### src/rtl/bgl_pkg.sv
package bgl_pkg;

  typedef enum logic [2:0] {
    MODE_PTR_ONE  = 3'd0,
    MODE_PTR_PAIR = 3'd1,
    MODE_THERMO   = 3'd2,
    MODE_PK_AUTO  = 3'd3,
    MODE_PK_MAN   = 3'd4
  } bar_mode_e;

  function automatic bar_mode_e decode_mode(input logic disp, input logic len,
                                            input logic clr);
    bar_mode_e m;
    if (!disp)      m = len ? MODE_PTR_PAIR : MODE_PTR_ONE;
    else if (!len)  m = MODE_THERMO;
    else            m = clr ? MODE_PK_MAN : MODE_PK_AUTO;
    return m;
  endfunction

endpackage

### src/rtl/bgl_phase_gen.sv
module bgl_phase_gen #(
  parameter int DIV = 16
) (
  input  logic clk,
  input  logic rst_n,
  input  logic tick_i,
  output logic bp_o,
  output logic frame_o
);
  localparam int CW = $clog2(DIV);

  logic [CW-1:0] cnt_q, cnt_d;

  always_comb begin
    cnt_d = cnt_q;
    if (tick_i) cnt_d = cnt_q + 1'b1;
  end

  always_ff @(posedge clk or negedge rst_n) begin
    if (!rst_n) cnt_q <= '0;
    else        cnt_q <= cnt_d;
  end

  assign bp_o    = cnt_q[CW-1];
  assign frame_o = tick_i && (cnt_q == CW'(DIV - 1));

  AST_BP_HOLD: assert property (@(posedge clk) disable iff (!rst_n)
    !tick_i |=> $stable(bp_o));
  AST_FRAME_AT_FALL: assert property (@(posedge clk) disable iff (!rst_n)
    frame_o |=> $fell(bp_o));
endmodule

### src/rtl/bgl_level_enc.sv
module bgl_level_enc #(
  parameter int NUM_LVL = 17,
  parameter int IDX_W   = 5
) (
  input  logic [NUM_LVL-1:0] lvl_i,
  output logic [IDX_W-1:0]   idx_o
);
  always_comb begin
    idx_o = '0;
    for (int j = 0; j < NUM_LVL; j++) begin
      if (lvl_i[j]) idx_o = IDX_W'(j + 1);
    end
  end
endmodule

### src/rtl/bgl_peak_hold.sv
module bgl_peak_hold
  import bgl_pkg::*;
#(
  parameter int IDX_W      = 5,
  parameter int PEAK_TICKS = 2048
) (
  input  logic             clk,
  input  logic             rst_n,
  input  logic             tick_i,
  input  logic             frame_i,
  input  bar_mode_e        mode_i,
  input  logic             sel_clr_i,
  input  logic [IDX_W-1:0] idx_i,
  output logic [IDX_W-1:0] pk_new_o
);
  localparam int TW = $clog2(PEAK_TICKS);

  logic [IDX_W-1:0] pk_q, pk_d, pk_base;
  logic [TW-1:0]    tmr_q, tmr_d;
  logic             clr_q, clr_d;
  logic             pk_en, is_auto, tmr_end, clr_hit;

  assign pk_en   = (mode_i == MODE_PK_AUTO) || (mode_i == MODE_PK_MAN);
  assign is_auto = (mode_i == MODE_PK_AUTO);
  assign tmr_end = (tmr_q == TW'(PEAK_TICKS - 1));
  assign clr_hit = pk_en && tick_i && ((!sel_clr_i && clr_q) || (is_auto && tmr_end));

  always_comb begin
    pk_base  = (!pk_en || clr_hit) ? '0 : pk_q;
    pk_new_o = pk_base;
    if (frame_i && idx_i > pk_base) pk_new_o = idx_i;
    pk_d  = pk_en ? pk_new_o : '0;
    tmr_d = tmr_q;
    clr_d = clr_q;
    if (tick_i) begin
      clr_d = sel_clr_i;
      if (!is_auto)     tmr_d = '0;
      else if (tmr_end) tmr_d = '0;
      else              tmr_d = tmr_q + 1'b1;
    end
  end

  always_ff @(posedge clk or negedge rst_n) begin
    if (!rst_n) begin
      pk_q  <= '0;
      tmr_q <= '0;
      clr_q <= 1'b1;
    end else begin
      pk_q  <= pk_d;
      tmr_q <= tmr_d;
      clr_q <= clr_d;
    end
  end

  AST_PEAK_MONOTONE: assert property (@(posedge clk) disable iff (!rst_n)
    (pk_en && !clr_hit) |=> pk_q >= $past(pk_q));
  AST_PEAK_IDLE_ZERO: assert property (@(posedge clk) disable iff (!rst_n)
    !pk_en |=> pk_q == '0);
  AST_CLEAR_DROPS: assert property (@(posedge clk) disable iff (!rst_n)
    (clr_hit && !frame_i) |=> pk_q == '0);
endmodule

### src/rtl/bgl_seg_map.sv
module bgl_seg_map
  import bgl_pkg::*;
#(
  parameter int NUM_BARS = 18,
  parameter int IDX_W    = 5
) (
  input  bar_mode_e         mode_i,
  input  logic [IDX_W-1:0]  idx_i,
  input  logic [IDX_W-1:0]  pk_i,
  output logic [NUM_BARS-1:0] on_o
);
  logic [IDX_W-1:0] pair_lo;
  assign pair_lo = {idx_i[IDX_W-1:1], 1'b0};

  always_comb begin
    on_o = '0;
    for (int i = 0; i < NUM_BARS; i++) begin
      unique case (mode_i)
        MODE_PTR_ONE:  on_o[i] = (IDX_W'(i) == idx_i);
        MODE_PTR_PAIR: on_o[i] = (IDX_W'(i) == pair_lo) || (IDX_W'(i) == pair_lo + 1'b1);
        MODE_THERMO:   on_o[i] = (IDX_W'(i) <= idx_i);
        MODE_PK_AUTO,
        MODE_PK_MAN:   on_o[i] = (IDX_W'(i) <= idx_i) || (IDX_W'(i) == pk_i);
        default:       on_o[i] = 1'b0;
      endcase
    end
  end
endmodule

### src/rtl/bargraph_lcd_ctrl.sv
module bargraph_lcd_ctrl
  import bgl_pkg::*;
#(
  parameter int NUM_BARS   = 18,
  parameter int DRV_DIV    = 16,
  parameter int PEAK_TICKS = 2048
) (
  input  logic                  clk,
  input  logic                  rst_n,
  input  logic                  tick_i,
  input  logic [NUM_BARS-2:0]   lvl_i,
  input  logic                  sel_disp_i,
  input  logic                  sel_len_i,
  input  logic                  sel_clr_i,
  output logic                  bp_o,
  output logic [NUM_BARS-1:0]   seg_o
);
  localparam int NUM_LVL = NUM_BARS - 1;
  localparam int IDX_W   = $clog2(NUM_BARS);

  bar_mode_e             mode_w;
  logic                  frame_w;
  logic [IDX_W-1:0]      idx_w, pk_new_w;
  logic [NUM_BARS-1:0]   on_w, disp_q, disp_d;

  assign mode_w = decode_mode(sel_disp_i, sel_len_i, sel_clr_i);

  bgl_phase_gen #(.DIV(DRV_DIV)) u_phase (
    .clk(clk), .rst_n(rst_n), .tick_i(tick_i), .bp_o(bp_o), .frame_o(frame_w)
  );

  bgl_level_enc #(.NUM_LVL(NUM_LVL), .IDX_W(IDX_W)) u_enc (
    .lvl_i(lvl_i), .idx_o(idx_w)
  );

  bgl_peak_hold #(.IDX_W(IDX_W), .PEAK_TICKS(PEAK_TICKS)) u_peak (
    .clk(clk), .rst_n(rst_n), .tick_i(tick_i), .frame_i(frame_w),
    .mode_i(mode_w), .sel_clr_i(sel_clr_i), .idx_i(idx_w), .pk_new_o(pk_new_w)
  );

  bgl_seg_map #(.NUM_BARS(NUM_BARS), .IDX_W(IDX_W)) u_map (
    .mode_i(mode_w), .idx_i(idx_w), .pk_i(pk_new_w), .on_o(on_w)
  );

  always_comb begin
    disp_d = disp_q;
    if (frame_w) disp_d = on_w;
  end

  always_ff @(posedge clk or negedge rst_n) begin
    if (!rst_n) disp_q <= '0;
    else        disp_q <= disp_d;
  end

  assign seg_o = disp_q ^ {NUM_BARS{bp_o}};

  AST_DISP_HOLD: assert property (@(posedge clk) disable iff (!rst_n)
    !frame_w |=> $stable(seg_o ^ {NUM_BARS{bp_o}}));
  AST_PTR_ONE_SINGLE: assert property (@(posedge clk) disable iff (!rst_n)
    (frame_w && mode_w == MODE_PTR_ONE) |=> $countones(seg_o ^ {NUM_BARS{bp_o}}) == 1);
  AST_PTR_PAIR_TWO: assert property (@(posedge clk) disable iff (!rst_n)
    (frame_w && mode_w == MODE_PTR_PAIR) |=> $countones(seg_o ^ {NUM_BARS{bp_o}}) == 2);
  AST_THERMO_BASE: assert property (@(posedge clk) disable iff (!rst_n)
    (frame_w && mode_w != MODE_PTR_ONE && mode_w != MODE_PTR_PAIR) |=> seg_o[0] != bp_o);
endmodule

### config.mk
export PLATFORM = sky130hd
export DESIGN_NAME = bargraph_lcd_ctrl
export DESIGN_NICKNAME = d
export VERILOG_FILES = /design/src/rtl/bgl_pkg.sv /design/src/rtl/bgl_phase_gen.sv /design/src/rtl/bgl_level_enc.sv /design/src/rtl/bgl_peak_hold.sv /design/src/rtl/bgl_seg_map.sv /design/src/rtl/bargraph_lcd_ctrl.sv
export SDC_FILE = /design/constraint.sdc
export NUM_CORES = 1
export LEC_CHECK = 0
export ABC_AREA = 1
export BUFFER_PORTS_ARGS = -buffer_cell sky130_fd_sc_hd__buf_4
export CORE_MARGIN = 4
export CORE_UTILIZATION = 62
export CTS_CLUSTER_DIAMETER = 150
export CTS_CLUSTER_SIZE = 24
export DETAILED_ROUTE_END_ITERATION = 7
export PLACE_DENSITY_LB_ADDON = 0.2
export SLEW_MARGIN = 0
export SYNTH_ARGS = -nofsm -noshare
export SYNTH_HDL_FRONTEND = slang
export SYNTH_SLANG_ARGS = --single-unit
### constraint.sdc
create_clock -name clk -period 5.5 [get_ports clk]
set_input_delay 0.275 -clock clk [delete_from_list [all_inputs] [get_ports clk]]
set_output_delay 0.275 -clock clk [all_outputs]
set_load 0.02 [all_outputs]
-- Word level (Yosys, flattened, before mapping)
Index checks and enable logic that the tools add are counted.
- logic and storage cells: 181
- output and inout port bits: 19
- flip-flop bits (word level): 39
- reductions and logical operators: 44
- equal/unequal tests: 65
- bitwise gates (word level): 1
- $lt $le $gt $ge: 19
- add/subtract/negate cells: 3
- multiplexer cells: 44
- operators with widths (kind ; count):
    equality test 4 x 5 -> 1 bit (first input constant) ; 24
    case mux 1 bit (4 select lines) ; 18
    equality test 3 x 5 -> 1 bit (first input constant) ; 12
    <= comparator 4 x 5 -> 1 bit (first input constant) ; 8
    two-way mux 4 bit ; 8
    equality test 2 x 5 -> 1 bit (first input constant) ; 6
    equality test 5 bit (first input constant) ; 6
    logical OR 1 bit ; 30
    two-way mux 5 bit ; 5
    two-way mux 11 bit ; 2
    two-way mux 3 bit ; 7
    <= comparator 3 x 5 -> 1 bit (first input constant) ; 4
    logical NOT 5 bit ; 4
    bitwise XOR 18 bit ; 1
    equality test 3 x 4 -> 1 bit (first input constant) ; 4
    equality test 1 x 5 -> 1 bit (first input constant) ; 3
    adder 11 x 1 -> 11 bit (second input constant) ; 1
    equality test 11 bit (second input constant) ; 1
    <= comparator 1 x 5 -> 1 bit (first input constant) ; 2
    <= comparator 2 x 5 -> 1 bit (first input constant) ; 2
    <= comparator 5 bit (first input constant) ; 2
    equality test 2 x 4 -> 1 bit (first input constant) ; 2
    equality test 3 x 2 -> 1 bit (second input constant) ; 2
    logical AND 1 bit ; 6
    13 further kinds ; 16

-- Longest topological paths before layout
Gate-level depths: netlist of run 1.
- word-level depth: 23
- gate-level depth with buffers: 30

-- By module
Synthesis of run 1 repeated with hierarchy kept, for this count alone.
- cell total of the unflattened synthesis: 555
- area total of the unflattened synthesis: 3357.0 sq um
- modules (own cells, without submodules) (module ; instances ; cells an instance ; area an instance (sq um) ; seq. area each (sq um)):
    bgl_peak_hold ; 1 ; 145 ; 1094.8 ; 426.7
    bargraph_lcd_ctrl ; 1 ; 158 ; 1041.0 ; 450.4
    bgl_seg_map ; 1 ; 181 ; 819.5 ; 0.0
    bgl_level_enc ; 1 ; 51 ; 211.5 ; 0.0
    bgl_phase_gen ; 1 ; 20 ; 190.2 ; 100.1

-- Least setup slack after synthesis of run 1
Ideal clock, no wire load.
- kind: register to register
- start point: reg u_peak.tmr_q[0]
- end point: reg disp_q[3]
- path buffers: 0
- arrival time: 2.452 ns
- period minus slack after synthesis: 2.570 ns
- stages on the path, launching flop included: 21
- required time: 5.382 ns
- slack: 2.930 ns
- cell sequence: dfrtp_1 ha_1 nand3_1 nor2_4 nand4_1 nand2_1 inv_1 nand2_1 ha_1 a21oi_1 o21bai_1 nor2_1 nand2_2 inv_2 nor2_4 o21ai_2 inv_1 nand2_1 nor2_2 a21oi_1 nor2_1
- cells in the longest elaborated chain, start to end: 12
- RTL lines (what ; RTL line ; RTL):
    from (decl) ; bgl_peak_hold.sv:19 ; logic [TW-1:0] tmr_q, tmr_d;
    from (signal assigned) ; bgl_peak_hold.sv:50 ; tmr_q <= tmr_d;
    equality test 11 bit * ; bgl_peak_hold.sv:25 ; assign tmr_end = (tmr_q == TW'(PEAK_TICKS - 1));
    logical AND 1 bit * ; bgl_peak_hold.sv:26 ; assign clr_hit = pk_en && tick_i && ((!sel_clr_i && clr_q) || (is_auto && tmr_end));
    logical OR 1 bit * ; bgl_peak_hold.sv:26 ;
    logical AND 1 bit * ; bgl_peak_hold.sv:26 ;
    logical OR 1 bit * ; bgl_peak_hold.sv:29 ; pk_base = (!pk_en || clr_hit) ? '0 : pk_q;
    two-way mux 5 bit * ; bgl_peak_hold.sv:29 ;
    greater-than comparator 5 bit ; bgl_peak_hold.sv:31 ; if (frame_i && idx_i > pk_base) pk_new_o = idx_i;
    logical AND 1 bit ; bgl_peak_hold.sv:31 ;
    two-way mux 5 bit * ; bgl_peak_hold.sv:31 ;
    equality test 2 x 5 -> 1 bit * ; bgl_seg_map.sv:23 ; MODE_PK_MAN: on_o[i] = (IDX_W'(i) <= idx_i) || (IDX_W'(i) == pk_i);
    logical OR 1 bit * ; bgl_seg_map.sv:23 ;
    case mux 1 bit (4 select lines) * ; bgl_seg_map.sv:18 ; unique case (mode_i)
    to (signal assigned) ; bargraph_lcd_ctrl.sv:52 ; else disp_q <= disp_d;
    to (decl) ; bargraph_lcd_ctrl.sv:24 ; logic [NUM_BARS-1:0] on_w, disp_q, disp_d;
Every way passes the cells marked *; elsewhere a longest branch is shown, timed or not.
A chain may end at the register's enable or synchronous reset.

-- Worst setup path after layout of run 1
- start point: reg u_phase.cnt_q[3]
- end point: reg disp_q[11]
- cells in the longest elaborated chain, start to end: 7
- RTL lines (what ; RTL line ; RTL):
    from (decl) ; bgl_phase_gen.sv:12 ; logic [CW-1:0] cnt_q, cnt_d;
    from (signal assigned) ; bgl_phase_gen.sv:21 ; else cnt_q <= cnt_d;
    equality test 4 bit * ; bgl_phase_gen.sv:25 ; assign frame_o = tick_i && (cnt_q == CW'(DIV - 1));
    logical AND 1 bit * ; bgl_phase_gen.sv:25 ;
    logical AND 1 bit ; bgl_peak_hold.sv:31 ;
    two-way mux 5 bit ; bgl_peak_hold.sv:31 ;
    equality test 4 x 5 -> 1 bit ; bgl_seg_map.sv:23 ;
    logical OR 1 bit ; bgl_seg_map.sv:23 ;
    case mux 1 bit (4 select lines) ; bgl_seg_map.sv:18 ;
Marks and branches as above.

==> metrics.cfg, run 1 <==
[finish]
num-nets-final=482
fill_cells=334
fin_area_mm2=0.003312
instances_no_fill=505
n_antenna_cell=0
final_layout_size_suffix_gt1_share_pct=17.88
area_growth_pct=15.39

[setup_path]
critPathArrivalTime_ps=3090
r2r_setup_slack_ps=2580
path_class=reg -> reg
worstPathRequired_ps=5680
startpoint_type=register
cp_max_fo=26
worstSetupEndpointType=register

[power_and_ir_drop]
cellLeakagePower_nw=1.712
clockPowerShare_pct=14.5
swShare_pct=42.79
seqPwrFrac_pct=32.2
power.switching_mw=0.5731
finalPower_mw=1.339
max-vdd-ir-drop_v=0.0003135
p_comb_share_pct=53.3
p_int_mw=0.7661
powerDensity_mw_per_mm2=404.4

[outcome]
status=finished, final reports clean

[yosys]
synth_top_area_share_pct=33.13
synthesis.area_mm2=0.002870
synth_enable_flop_cells=0
async_flop_share_pct=100.0
synth_most_common_cell=nand2_1
yosys_warnings=0
avgSynthCellArea_um2=6.984
syn_nets=440
yosysTopAreaCell=dfrtp_1
ys_top_cells_by_area=dfrtp_1, nand2_1, nor2_1
synthTopCellsByCount=nand2_1, nor2_1, inv_1, dfrtp_1, a21oi_1
synthCells=411
yosysSeqAreaShare_pct=34.05
synth_top_flop_cell=dfrtp_1
synth-seq-cells=39
synth.distinct_cells=38

[hold_path]
hp-class=in -> reg

[grt]
grt_pass1_wl_mm=11.40
grt-ovfl-total=0
grt_pass1_vias=2495
grt_usage_pct=23.79
antenna_found_initial=0
grt_max_degree=40

[placed_design]
routabilityCongestion=0.9677
place_ws_ps=2427
dp_cells=497
dpl_cell_area_mm2=0.003214
place_hpwl_mm=5.342
io_buffers=41

[cts]
cts_root_buffer=clkbuf_8
cts_tree=yes
clock_path_buffers=2
clock_latency_ps=290
post_cts_resized=0
numCtsBuffers=5
cts_max_level=2
clk_pin_slew_ps=80
cts_sinks=39

[sta]
finClkSkew_ps=10.61
fmax_mhz=342.6
maxSlewViolCount=0
relSlewSlack_pct=46.77
setup_viol=0
period_needed_ps=2919
worst_pin_slew_ps=797.6
tns_ps=0
finalCritPeriodShare_pct=53.07
rsz0062_at_grt=no
worst_slack_ps=2581
finalHoldViolations=0

[routing]
first_pass_iters=7
num_vias=2805
routed_wl_mm=6.948
drt_iter0_markers=285
ant_nets=0
wl_per_cell_um=13.76
drcViolationCount=0
vias_per_cell=5.554

[die]
ios=42
core_mm2=0.004414
die_h_um=76.04
die_w_um=76.04
rows=24
dieArea_mm2=0.005782
initial_core_util_pct=65.02

[run]
drv_cap=0

metrics by stage:
step,utilization (%),hold slack [ps]
4_1_cts,75.03,301.3
3_5_place_dp,72.82,266.4
5_1_grt,75.03,322.4
2_1_floorplan,-,-20.59
6_report,75.03,301.0
3_3_place_gp,72.82,264.1
flip-flops by register name, summed over array words and instances (netlist names):
name	flops
u_peak.clr_q	1
u_peak.pk_q	5
disp_q	18
u_phase.cnt_q	4
u_peak.tmr_q	11
kinds of logic (layout without fill, tap and decap cells):
family	after synthesis	in the layout	share of synthesized area, %
AOI/OAI and AO/OA	70	70	14.12
xor gates and xnor gates	22	22	6.713
muxes	1	1	0.3487
DFF	39	39	34.05
adders and majority gates	6	6	2.615
and+or+nand+nor	200	200	32.39
buffers and inverters	73	115	9.765
worst max-delay path, stage by stage (launching register included):
cell     delay, ps
dfrtp_1        330
buf_4          300
nand4_1        360
inv_1          720
nand2_2        170
inv_2          120
nand2_4         80
nand2_1        100
o21ai_4        100
and2_1         230
a31oi_1        220
nor2_1          60
placed cells by master (no fill, tap or decap), types with 2 or more instances in the layout:
master / n
nor2_4: 5
nand2_1: 83
o22ai_1: 2
a21oi_1: 34
xnor2_1: 2
ha_1: 6
inv_1: 58
a31oi_1: 4
nand3_2: 4
o21bai_1: 2
nor2_2: 3
nand4_1: 8
clkbuf_8: 6
nand2_2: 5
nand2_4: 3
inv_2: 5
buf_4: 42
clkinv_1: 2
nor3_1: 7
o21ai_0: 16
o21ai_2: 2
a211oi_1: 4
o211ai_1: 2
xor2_1: 20
nand3_1: 16
o21a_1: 2
dfrtp_1: 38
nor2_1: 62
timing repair:
action                                  CTS  global route
endpoints found under the setup margin    0             0
setup buffers                             0             0
hold buffers                              1             0
hold endpoints to repair                 38             0
routing by layer:
layer	global-route usage (%)	part of all wire, %	vias to the layer above
met5	0	0	-
met2	37.24	47	138
met1	32.75	43	1251
li1	-	-	1397
met3	5.319	7.7	19
met4	7.473	2.5	0
power groups by stage:
stage	sequential, mW	clock [mW]	combinational, mW
6_report	0.431	0.194	0.713
4_1_cts	0.432	0.196	0.721
5_1_grt	0.444	0.209	0.774
3_3_place_gp	0.434	0	0.699
3_5_place_dp	0.438	0	0.715
2_1_floorplan	0.429	0	0.443
layout make-up:
| class | instances | area, um2 | area share, % |
|---|---|---|---|
| clock buffers | 6 | 82.58 | 2.493 |
| inverters | 65 | 244.0 | 7.367 |
| flip-flops and latches | 39 | 977.2 | 29.51 |
| repair buffers | 43 | 325.3 | 9.822 |
| clock inverters | 1 | 5.005 | 0.1511 |
| well taps | 52 | 65.06 | 1.964 |
| multi-input cells | 299 | 1613 | 48.70 |
final timing paths:
path	from	end	depth (start not counted)
setup / recovery	u_phase.cnt_q[3]$_DFFE_PN0P_	disp_q[11]$_DFFE_PN0P_	11
hold / removal	tick_i	u_phase.cnt_q[0]$_DFFE_PN0P_	2
setup reg to reg	u_phase.cnt_q[3]$_DFFE_PN0P_	disp_q[11]$_DFFE_PN0P_	11
hold reg to reg	u_peak.tmr_q[0]$_DFFE_PN0P_	u_peak.tmr_q[0]$_DFFE_PN0P_	1
max in group asynchronous	rst_n	u_peak.clr_q$_DFFE_PN1P_	2
min in group asynchronous	rst_n	disp_q[0]$_DFFE_PN0P_	2
Note: power is estimated with default switching activity, not from simulation.
==> run 2: changes to the inputs <==
--- a/config.mk
+++ b/config.mk
@@ -8,7 +8,7 @@
 export ABC_AREA = 1
 export BUFFER_PORTS_ARGS = -buffer_cell sky130_fd_sc_hd__buf_4
 export CORE_MARGIN = 4
-export CORE_UTILIZATION = 62
+export CORE_UTILIZATION = 58
 export CTS_CLUSTER_DIAMETER = 150
 export CTS_CLUSTER_SIZE = 24
 export DETAILED_ROUTE_END_ITERATION = 7
==> constraint.sdc (replaced) <==
create_clock -name clk -period 2.7 [get_ports clk]
set_input_delay 0.135 -clock clk [delete_from_list [all_inputs] [get_ports clk]]
set_output_delay 0.135 -clock clk [all_outputs]
set_load 0.02 [all_outputs]
==> metrics.cfg, run 2 (synthesized netlist as in run 1, its figures left out) <==
[die]
ios=42
initial_core_util_pct=60.37
dieArea_mm2=0.006138
die_w_um=78.35
rows=25
die_h_um=78.35
core_mm2=0.004755

[cts]
cts_root_buffer=clkbuf_8
clk_pin_slew_ps=80
cts_max_level=2
numCtsBuffers=5
clock_path_buffers=2
cts_sinks=39
clock_latency_ps=300
cts_tree=yes

[finish]
largest_reg_flops=18
final_cell_mix=nand2_1, nor2_1, buf_4
register_area_um2=977.2
fill_cells=353
layout_commonest_cell=nand2_1
area_growth_pct=28.68
num-nets-final=501
n_antenna_cell=0
final_layout_size_suffix_gt1_share_pct=27.91
multi_input_area_mm2=0.001784
regMostFlops=disp_q
largestRegisters=disp_q: 18 flops, u_peak.tmr_q: 11 flops, u_peak.pk_q: 5 flops

[power_and_ir_drop]
max-vdd-ir-drop_v=0.0005362
power.switching_mw=1.213
swShare_pct=40.71
powerDensity_mw_per_mm2=806.8
p_comb_share_pct=51.0
clockPowerShare_pct=19.4
seqPwrFrac_pct=29.6
p_int_mw=1.767
cellLeakagePower_nw=1.855

[sta]
finClkSkew_ps=9.741
worst_slack_ps=-106.1
finalCritPeriodShare_pct=103.9
finalHoldViolations=0
rsz0062_at_grt=yes
setup_viol=16
tns_ps=-1045
period_needed_ps=2806
fmax_mhz=356.4
worst_pin_slew_ps=605.8
whs_ps=138.5
relSlewSlack_pct=59.19
maxSlewViolCount=0

[routing]
drt_iter0_markers=366
vias_per_cell=5.489
num_vias=2964
first_pass_iters=5
drcViolationCount=0
wl_per_cell_um=14.85
ant_nets=0
routed_wl_mm=8.020

[hold_path]
hp-class=in -> reg

[setup_path]
worstPathRequired_ps=2930
critPathArrivalTime_ps=3040
path_class=reg -> reg
cp_max_fo=6
worstSetupEndpointType=register
crit_chain=ha_2, nand3_2, nor2_4, nand4_1, nand2_1, inv_2, nand2_2, ha_4, nand3_4, inv_2, nand4_1, nand2_2, inv_2, nand2_4, nand2_1, o21ai_4, and2_4, nand3_1, a21oi_2
cpMostUsedCell=inv_2
startpoint_type=register
cp_slowest_cell=dfrtp_1
cpPeakStageDelay_ps=400

[grt]
antenna_found_initial=0
grt_pass1_wl_mm=12.25
grt_pass1_vias=2677
grt_max_degree=40
grt-ovfl-total=0
grt_usage_pct=25.18

[placed_design]
place_hpwl_mm=5.385
io_buffers=41
routabilityCongestion=0.9141

[outcome]
violations=negative setup slack
status=complete, but fails checks

[run]
drv_cap=0

-- run 2: cell count changes in the layout (fill, tap and decap cells not counted), moves of 3 or more --
cell     previous run  this run
ha_4                0         3
nand2_2             5        13
nand2_1            83        72
a21oi_2             1        11
inv_2               5         8
buf_4              42        60
inv_1              58        55
ha_1                6         2
nand2_4             3         6
nand3_1            16        13
a21oi_1            34        24
-- run 2: power by group through the flow --
stage	logic, mW	registers, mW	clock network, mW
after global placement	1.43	0.884	0
after floorplan	0.903	0.874	0
after CTS	1.47	0.881	0.578
after detailed placement	1.46	0.892	0
final	1.52	0.881	0.579
after global routing	1.64	0.906	0.612
-- run 2: final cells by class --
class,instances,share of cell area [%]
tap,67,2.270
inverter,65,6.606
clock buffer,6,1.965
timing repair buffer,62,12.77
multi-input combinational,299,48.31
clock inverter,2,1.626
sequential,39,26.46
-- run 2: worst max-delay path: cells and delay by family (launching register included) --
family,cells,cell delay (ps)
AND/OR/NAND/NOR,12,1300
adder cells (fa/ha/maj),2,500
flip-flops,1,400
AO/OA/AOI/OAI,2,270
buffers and inverters,3,250
-- run 2: repair_timing --
action / 4_1_cts / 5_1_grt
setup buffers: 4 / 3
pin swaps: 16 / 29
hold buffers: 1 / 0
endpoints found under the setup margin: 17 / 18
endpoints found under the hold margin: 38 / 0
gates resized for setup: 13 / 28
-- run 2: path summary, 6_finish.rpt --
check / slack (ps) / to / start / depth (start not counted)
worst max-delay path: -110 / disp_q[8]$_DFFE_PN0P_ / u_peak.tmr_q[0]$_DFFE_PN0P_ / 19
worst min-delay path: 140 / u_phase.cnt_q[0]$_DFFE_PN0P_ / tick_i / 2
worst max register to register: -110 / disp_q[8]$_DFFE_PN0P_ / u_peak.tmr_q[0]$_DFFE_PN0P_ / 19
worst min register to register: 490 / u_peak.tmr_q[7]$_DFFE_PN0P_ / u_peak.tmr_q[7]$_DFFE_PN0P_ / 1
max in group asynchronous: 2000 / u_peak.clr_q$_DFFE_PN1P_ / rst_n / 2
min in group asynchronous: 340 / disp_q[1]$_DFFE_PN0P_ / rst_n / 2
-- run 2: metal layers --
layer | track usage, % | vias to the layer above | part of all wire (%)
met5 | 0 | - | 0
met2 | 41.35 | 155 | 50
li1 | - | 1430 | -
met3 | 4.587 | 35 | 7.2
met4 | 11.71 | 0 | 3.5
met1 | 32.22 | 1344 | 39
-- run 2: stage by stage --
stage | instance area, um2 | std cells | power, mW | setup slack, ps | util (%)
after global routing | 3694 | 540 | 3.162 | -311.2 | 77.68
after global placement | 3323 | 524 | 2.317 | -2.655 | 69.89
final | 3694 | 540 | 2.980 | -106.1 | 77.68
after floorplan | 2870 | 411 | 1.777 | 130.2 | -
after CTS | 3563 | 537 | 2.931 | -36.08 | 74.95
after detailed placement | 3323 | 524 | 2.350 | -77.52 | 69.89
==> run 3: changes to the inputs <==
--- a/config.mk
+++ b/config.mk
@@ -12,6 +12,7 @@
 export CTS_CLUSTER_DIAMETER = 150
 export CTS_CLUSTER_SIZE = 24
 export DETAILED_ROUTE_END_ITERATION = 7
+export MAX_ROUTING_LAYER = met4
 export PLACE_DENSITY_LB_ADDON = 0.2
 export SLEW_MARGIN = 0
 export SYNTH_ARGS = -nofsm -noshare
==> metrics.cfg, run 3 (synthesized netlist as in run 1, its figures left out) <==
[routing]
wl_per_cell_um=15.06
ant_nets=0
drcViolationCount=0
vias_per_cell=5.518
drt_iter0_markers=335
first_pass_iters=6
num_vias=3002
routed_wl_mm=8.194

[power_and_ir_drop]
seqPwrFrac_pct=30.3
finalPower_mw=2.914
clockPowerShare_pct=17.3
power.switching_mw=1.214
cellLeakagePower_nw=1.866
powerDensity_mw_per_mm2=780.0
swShare_pct=41.64
max-vdd-ir-drop_v=0.0004903
p_int_mw=1.701
p_comb_share_pct=52.4

[hold_path]
hp-class=in -> reg
hp-start=tick_i

[grt]
grt_max_degree=40
grt_pass1_vias=2785
grt_usage_pct=26.63
grt-ovfl-total=0
antenna_found_initial=0
grt_pass1_wl_mm=12.59

[cts]
cts_sinks=39
cts_max_level=2
numCtsBuffers=5
clock_latency_ps=300
clk_pin_slew_ps=80
cts_root_buffer=clkbuf_8
clock_path_buffers=2
cts_tree=yes

[setup_path]
r2r-start=u_peak.tmr_q[0]$_DFFE_PN0P_
critPathArrivalTime_ps=3110
path_class=reg -> reg
startpoint_type=register
cp_max_fo=6
worstSetupEndpointType=register
worstPathRequired_ps=2930
critPathLaunch=u_peak.tmr_q[0]$_DFFE_PN0P_

[sta]
fmax_mhz=346.6
finClkSkew_ps=6.342
whs_ps=153.8
maxSlewViolCount=0
tns_ps=-1483
relSlewSlack_pct=65.81
worst_slack_ps=-184.8
finalCritPeriodShare_pct=106.8
period_needed_ps=2885
setup_viol=17
worst_pin_slew_ps=509.7
finalHoldViolations=0
rsz0062_at_grt=yes

[placed_design]
io_buffers=41
dp_cells=525
place_ws_ps=-174.6
routabilityCongestion=0.9727
place_hpwl_mm=5.663

[finish]
largest_reg_flops=18
instances_no_fill=544
final_layout_size_suffix_gt1_share_pct=28.30
n_antenna_cell=0
area_growth_pct=30.17
largestRegisters=disp_q: 18 flops, u_peak.tmr_q: 11 flops, u_peak.pk_q: 5 flops
final_cell_mix=nand2_1, buf_4, nor2_1
regMostFlops=disp_q
num-nets-final=505
layout_commonest_cell=nand2_1

[die]
dieArea_mm2=0.006138
ios=42
core_mm2=0.004755
rows=25
die_w_um=78.35
initial_core_util_pct=60.37
die_h_um=78.35

[outcome]
violations=negative setup slack
status=complete, but fails checks

[run]
drv_cap=0

-- run 3: area by class of cell --
type	instances	area [um2]
multi-input combinational	299	1798
fill	349	1018
sequential	39	977.2
timing repair buffer	66	513.0
inverter	65	246.5
tap	67	83.83
clock buffer	6	82.58
clock inverter	2	35.03
-- run 3: layer usage --
layer  GRT usage, %  part of all wire [%]  up-vias
li1               -                     -     1446
met3          3.555                   6.5       44
met1          33.31                    39     1370
met4          12.41                   5.1        0
met2          43.07                    49      142
met5              -                     0        -
-- run 3: final timing paths --
path	end	cells past startpoint	slack, ps
hold reg to reg	u_phase.cnt_q[0]$_DFFE_PN0P_	1	510
max in group asynchronous	u_peak.clr_q$_DFFE_PN1P_	2	2000
setup / recovery	disp_q[7]$_DFFE_PN0P_	22	-180
setup reg to reg	disp_q[7]$_DFFE_PN0P_	22	-180
min in group asynchronous	disp_q[1]$_DFFE_PN0P_	2	330
hold / removal	u_phase.cnt_q[0]$_DFFE_PN0P_	2	150
-- run 3: critical path, cell delays in order, from the launching register on --
cell,delay [ps]
dfrtp_1,400
ha_2,200
nand3_2,90
nor2_4,40
nand4_1,80
nand2_1,80
inv_2,110
nand2_2,100
ha_4,280
nand3_2,70
inv_2,70
nand4_1,120
nand2_2,130
inv_2,70
nand2_4,110
nand2_1,100
nand2_4,140
nand3_2,130
nor2_4,130
nand2_1,90
nand2_1,70
nand2_1,70
a21oi_1,120
-- run 3: power by group through the flow --
stage	clock [mW]	combinational (mW)	sequential, mW
final	0.504	1.53	0.884
after global routing	0.539	1.65	0.907
after CTS	0.508	1.51	0.886
after detailed placement	0	1.47	0.897
after global placement	0	1.43	0.885
after floorplan	0	0.903	0.874
-- run 3: what timing repair did --
action / 4_1_cts / 5_1_grt
pin swaps: 26 / 17
cloned: 0 / 0
endpoints found under the setup margin: 17 / 20
setup buffers: 8 / 2
hold buffers: 1 / 0
hold endpoints to repair: 38 / 0
gates resized for setup: 32 / 14
-- run 3: per-stage QoR --
stage,area (um2),util [%]
2_1_floorplan,2870,-
3_3_place_gp,3331,70.05
6_report,3736,78.58
4_1_cts,3667,77.13
5_1_grt,3736,78.58
3_5_place_dp,3331,70.05
